$ cat src/rtl/altbank_pkg.sv
package altbank_pkg;

  typedef enum logic [1:0] {
    OP_LOAD   = 2'd0,
    OP_STORE  = 2'd1,
    OP_SWAP   = 2'd2,
    OP_OFFSET = 2'd3
  } opcode_e;

  typedef enum logic [1:0] {
    ST_IDLE  = 2'd0,
    ST_READ  = 2'd1,
    ST_WAIT  = 2'd2,
    ST_WRITE = 2'd3
  } state_e;

  // Strobes handed from control to datapath, one cycle each.
  typedef struct packed {
    logic issueRead;
    logic issueWrite;
    logic swapPtr;
    logic addOff;
    logic capture;
  } strobe_t;

endpackage

$ cat src/rtl/altbank_ctrl.sv
module altbank_ctrl
  import altbank_pkg::*;
#(
  parameter int MEM_LAT = 1
) (
  input  logic    clk,
  input  logic    rstN,
  input  logic    cmdValid,
  input  logic [1:0] cmdOp,
  output strobe_t stb,
  output logic    busy,
  output logic    memRe
);

  localparam int CW = (MEM_LAT > 1) ? $clog2(MEM_LAT) : 1;
  localparam logic [CW-1:0] LAT_LAST = CW'(MEM_LAT - 1);

  state_e state, stateNext;
  logic [CW-1:0] waitCnt;
  opcode_e op;

  assign op    = opcode_e'(cmdOp);
  assign busy  = (state != ST_IDLE);
  assign memRe = (state == ST_READ);

  always_comb begin
    stb       = '0;
    stateNext = state;
    case (state)
      ST_IDLE: begin
        if (cmdValid) begin
          case (op)
            OP_LOAD:   begin stb.issueRead  = 1'b1; stateNext = ST_READ;  end
            OP_STORE:  begin stb.issueWrite = 1'b1; stateNext = ST_WRITE; end
            OP_SWAP:   stb.swapPtr = 1'b1;
            OP_OFFSET: stb.addOff  = 1'b1;
            default:   ;
          endcase
        end
      end
      ST_READ:  stateNext = ST_WAIT;
      ST_WAIT: begin
        if (waitCnt == LAT_LAST) begin
          stb.capture = 1'b1;
          stateNext   = ST_IDLE;
        end
      end
      ST_WRITE: stateNext = ST_IDLE;
      default:  stateNext = ST_IDLE;
    endcase
  end

  always_ff @(posedge clk) begin
    if (!rstN) begin
      state   <= ST_IDLE;
      waitCnt <= '0;
    end else begin
      state <= stateNext;
      if (state == ST_WAIT) waitCnt <= waitCnt + 1'b1;
      else                  waitCnt <= '0;
    end
  end

endmodule

$ cat src/rtl/altbank_dpath.sv
module altbank_dpath
  import altbank_pkg::*;
#(
  parameter int AW = 16,
  parameter int DW = 8,
  parameter logic [AW-1:0] ROM_BASE = 16'hC000
) (
  input  logic          clk,
  input  logic          rstN,
  input  strobe_t       stb,
  input  logic [DW-1:0] accIn,
  input  logic [DW-1:0] yIn,
  input  logic [DW-1:0] offsetIn,
  input  logic [DW-1:0] memRdata,
  output logic [AW-1:0] ptrOut,
  output logic [AW-1:0] memAddr,
  output logic          memWe,
  output logic [DW-1:0] memWdata,
  output logic [DW-1:0] aOut,
  output logic          aWe,
  output logic [DW-1:0] yOut,
  output logic          yWe
);

  localparam int EXT = AW - DW;

  logic [AW-1:0] ptr;
  logic [AW-1:0] offExt;
  logic          inRom;

  assign offExt = {{EXT{offsetIn[DW-1]}}, offsetIn};
  assign inRom  = (ptr >= ROM_BASE);
  assign ptrOut = ptr;

  always_ff @(posedge clk) begin
    if (!rstN) begin
      ptr      <= '0;
      memAddr  <= '0;
      memWe    <= 1'b0;
      memWdata <= '0;
      aOut     <= '0;
      aWe      <= 1'b0;
      yOut     <= '0;
      yWe      <= 1'b0;
    end else begin
      memWe <= stb.issueWrite & ~inRom;
      aWe   <= stb.capture | stb.swapPtr;
      yWe   <= stb.swapPtr;
      if (stb.issueRead || stb.issueWrite) begin
        memAddr <= ptr;
        ptr     <= ptr + 1'b1;
      end
      if (stb.issueWrite) memWdata <= accIn;
      if (stb.addOff) ptr <= ptr + offExt;
      if (stb.swapPtr) begin
        ptr  <= {accIn, yIn};
        aOut <= ptr[AW-1:DW];
        yOut <= ptr[DW-1:0];
      end
      if (stb.capture) aOut <= memRdata;
    end
  end

endmodule

$ cat src/rtl/altbank_ptr_unit.sv
module altbank_ptr_unit
  import altbank_pkg::*;
#(
  parameter int AW = 16,
  parameter int DW = 8,
  parameter logic [AW-1:0] ROM_BASE = 16'hC000,
  parameter int MEM_LAT = 1
) (
  input  logic          clk,
  input  logic          rstN,
  input  logic          cmdValid,
  input  logic [1:0]    cmdOp,
  input  logic [DW-1:0] accIn,
  input  logic [DW-1:0] yIn,
  input  logic [DW-1:0] offsetIn,
  output logic          busy,
  output logic [AW-1:0] ptrOut,
  output logic [DW-1:0] aOut,
  output logic          aWe,
  output logic [DW-1:0] yOut,
  output logic          yWe,
  output logic [AW-1:0] memAddr,
  output logic          memRe,
  output logic          memWe,
  output logic [DW-1:0] memWdata,
  input  logic [DW-1:0] memRdata
);

  strobe_t stb;

  altbank_ctrl #(.MEM_LAT(MEM_LAT)) u_ctrl (
    .clk(clk), .rstN(rstN), .cmdValid(cmdValid), .cmdOp(cmdOp),
    .stb(stb), .busy(busy), .memRe(memRe)
  );

  altbank_dpath #(.AW(AW), .DW(DW), .ROM_BASE(ROM_BASE)) u_dpath (
    .clk(clk), .rstN(rstN), .stb(stb), .accIn(accIn), .yIn(yIn),
    .offsetIn(offsetIn), .memRdata(memRdata), .ptrOut(ptrOut),
    .memAddr(memAddr), .memWe(memWe), .memWdata(memWdata),
    .aOut(aOut), .aWe(aWe), .yOut(yOut), .yWe(yWe)
  );

endmodule

$ cat config.mk
export PLATFORM = sky130hd
export DESIGN_NAME = altbank_ptr_unit
export DESIGN_NICKNAME = d
export VERILOG_FILES = /design/src/rtl/altbank_pkg.sv /design/src/rtl/altbank_ctrl.sv /design/src/rtl/altbank_dpath.sv /design/src/rtl/altbank_ptr_unit.sv
export SDC_FILE = /design/constraint.sdc
export NUM_CORES = 1
export LEC_CHECK = 0
export ABC_AREA = 1
export BUFFER_PORTS_ARGS = -buffer_cell sky130_fd_sc_hd__clkbuf_2
export CAP_MARGIN = 30
export CORE_MARGIN = 8
export CORE_UTILIZATION = 47
export DETAILED_ROUTE_END_ITERATION = 6
export PLACE_DENSITY = 0.76
export SLEW_MARGIN = 10
export SYNTH_ARGS = -nofsm -noshare
export SYNTH_HDL_FRONTEND = slang
export SYNTH_HIERARCHICAL = 1
export SYNTH_SLANG_ARGS = --single-unit
$ cat constraint.sdc
create_clock -name clk -period 3 [get_ports clk]
set_input_delay 0.6 -clock clk [delete_from_list [all_inputs] [get_ports clk]]
set_output_delay 0.6 -clock clk [all_outputs]
set_load 0.01 [all_outputs]
==> flow_summary.json <==
{
  "synth_top_family_by_area": "simple AND/OR/NAND/NOR gates",
  "antenna_cells": 0,
  "worst_slew_pin_slew_ns": 0.9685,
  "cts_buffers": 9,
  "gp_congestion": 0.9044,
  "synth_compound_area_share_pct": 16.97,
  "cts.repair.resized": 0,
  "cts-root-buf": "clkbuf_8",
  "finalCritPeriodShare_pct": 86.95,
  "critical_path.max_fanout": 4,
  "required_ns": 3.19,
  "area_delta_synth_final_pct": 22.61,
  "grt_pass1_wl_um": 16070,
  "first_iter_violations": 281,
  "rsz0062_at_grt": "no",
  "yosysSeqAreaShare_pct": 36.84,
  "stdcell_count": 686,
  "nets": 627,
  "synth_xor_area_share_pct": 2.859,
  "fp.dieW_um": 100.7,
  "wire_per_inst_um": 14.24,
  "wl_um": 9771,
  "p_per_area_mw_per_mm2": 504.3,
  "fin_crit_ns": 2.608,
  "synth.avg_cell_area_sq_um": 6.905,
  "status": "finished clean",
  "netlist_instances": 488,
  "multi_input_area_sq_mm": 0.001748,
  "max-vdd-ir-drop_mv": 0.2918,
  "clk_transition_reported_paths_ns": 0.07,
  "leakagePower_nw": 2.140,
  "synth-simple-area-share_pct": 28.41,
  "drv_slew": 0,
  "globalRouteTotalUtil_pct": 19.76,
  "hold_viol": 0,
  "maxSlewHeadroom_pct": 35.36,
  "synth_flop_cell": "dfxtp_1",
  "grt_max_degree": 40,
  "grt_pass1_vias": 3420,
  "worstSetupStartpointType": "input pin",
  "netlist_area_sq_mm": 0.003369,
  "ys_ff_latch": 62,
  "htreeDepth": 3,
  "insertion_delay_ns": 0.35,
  "ys_types": 36,
  "synthAdderAreaFrac_pct": 3.193,
  "hpwl_um": 7209,
  "hold_path.class": "register to register",
  "critical_path_arrival_ns": 2.80,
  "synth.area.mux_share_pct": 0,
  "dieHeight_um": 100.7,
  "first_pass_iters": 5,
  "dp_cells": 670,
  "endpoint_kind": "register",
  "seqCellArea_sq_mm": 0.001241,
  "ioPinCount": 98,
  "rows": 31,
  "yosys_warnings": 6,
  "clockBufferDepth": 2,
  "vias": 3529,
  "cts_tree": "built",
  "synth_edf_count": 0,
  "drive_above_1_share_pct": 25.55,
  "fmax_ghz": 0.3834,
  "worstSetupPathType": "input pin to register",
  "route.detailed.drc": 0,
  "coreArea_sq_mm": 0.007098,
  "drtAntennaViolNets": 0,
  "numPortBuffers": 97,
  "setup_tns_ns": 0,
  "via_per_inst": 5.144,
  "finClkSkew_ns": 0.006505,
  "async_reset_ff_share_pct": 0,
  "cts_hold_buf": 0,
  "post_cts_buffers": 0,
  "cts_sinks": 62,
  "antenna_found_initial": 0,
  "fp.dieArea_sq_mm": 0.01013,
  "grt_overflow": 0,
  "syn_nets": 533,
  "setup-violations-final": 0,
  "drv_cap": 0,
  "fillCellCount": 689,
  "initial_core_util_pct": 47.47
}
-- layout by cell type, fill, tap and decap left out, types with 2 or more instances in the layout --
cell         n
nand3_1     29
bufinv_16    2
ha_1         7
nand4_1      3
a211oi_1     8
nand2_4      3
a31oi_1      8
buf_4        7
clkbuf_2    97
o21ai_0     38
xor2_1      10
o22ai_1      8
nor3_1       3
inv_1       62
clkbuf_8     9
nor2_2       4
nand2_2     10
clkinvlp_4   2
a21oi_1     41
nor2_1      58
nand2_1     94
inv_2        6
dfxtp_1     62
-- power by group --
part	switching, W	internal, W
logic	0.000215	0.000124
clock network	0.000366	0.000470
registers	0.0000385	0.000871
-- synthesized netlist by cell type (2+ instances only) --
master     n  area (sq um)
a211oi_1   8         60.06
a21oi_1   41         205.2
a31oi_1    8         50.05
buf_1      2         7.510
buf_6      5         56.30
clkbuf_1  11         41.29
dfxtp_1   62          1241
ha_1       7         87.58
inv_1     62         232.7
inv_2      6         22.52
nand2_1   94         352.8
nand2_2   10         62.56
nand2_4    3         33.78
nand3_1   29         145.1
nand4_1    3         18.77
nor2_1    58         217.7
nor2_2     4         25.02
nor3_1     3         15.01
nor4_1     2         12.51
o21ai_0   38         190.2
o22ai_1    8         50.05
xor2_1    10         87.58
-- cell families (layout without fill, tap and decap cells) --
| kind of cell | after synthesis | after routing |
|---|---|---|
| flip-flops | 62 | 62 |
| XOR/XNOR | 11 | 11 |
| AND/OR/NAND/NOR | 212 | 212 |
| adder cells (fa/ha/maj) | 8 | 8 |
| buffers and inverters | 90 | 189 |
| AO/OA/AOI/OAI | 105 | 105 |
-- registers in the layout (all words and copies together) (netlist names) --
register and flops:
u_dpath/memAddr 16, u_dpath/ptrOut 16, u_dpath/aOut 8, u_dpath/memWdata 8
u_dpath/yOut 8, u_ctrl/state 2, u_ctrl/waitCnt 1, u_dpath/aWe 1
u_dpath/memWe 1, u_dpath/yWe 1
-- metal layers --
layer	GRT usage, %	up-vias	wire (um)
met5	0	-	0
met4	7.326	0	161
met3	4.627	13	746
met2	32.45	129	4622
met1	24.40	1625	4242
li1	-	1762	-
-- through the flow --
stage | power [W] | instance area [sq um] | hold slack, ns | util, % | worst slack, ns
floorplan | 0.001137 | 3369 | 0.4210 | - | 0.1246
global placement | 0.001256 | 3910 | 0.4366 | 55.09 | 0.1125
detailed placement | 0.001263 | 3910 | 0.4562 | 55.09 | 0.06580
CTS | 0.002091 | 4131 | 0.4659 | 58.21 | 0.4159
global route | 0.002174 | 4131 | 0.4983 | 58.21 | 0.2370
finish | 0.002084 | 4131 | 0.4676 | 58.21 | 0.3916
-- final timing paths --
path | startpoint | to | slack (ns) | cells after the start
min | u_ctrl/waitCnt | u_ctrl/waitCnt | 0.47 | 1
min reg2reg | u_ctrl/waitCnt | u_ctrl/waitCnt | 0.47 | 1
max reg2reg | u_ctrl/state[1] | u_dpath/ptrOut[12] | 0.44 | 15
max | cmdOp[0] | u_dpath/ptrOut[12] | 0.39 | 15
-- area by class of cell --
cell class                 count  share of cell area, %
multi-input combinational    336                  42.31
tap                           99                  2.998
timing repair buffer         104                  13.02
clock inverter                 7                  2.362
sequential                    62                  30.04
clock buffer                   9                  2.998
inverter                      69                  6.269
-- critical path, cell delays in order --
cell	delay, ns
clkbuf_2	0.11
inv_1	0.08
nor4_4	0.34
inv_1	0.10
or2_2	0.28
ha_1	0.21
fa_1	0.38
nand2_1	0.08
nand3_1	0.13
nand2_1	0.09
nand2_1	0.07
nand2_1	0.09
nand3b_1	0.09
nand3_1	0.09
a21oi_1	0.06
Note: power is estimated with default switching activity, not from simulation.
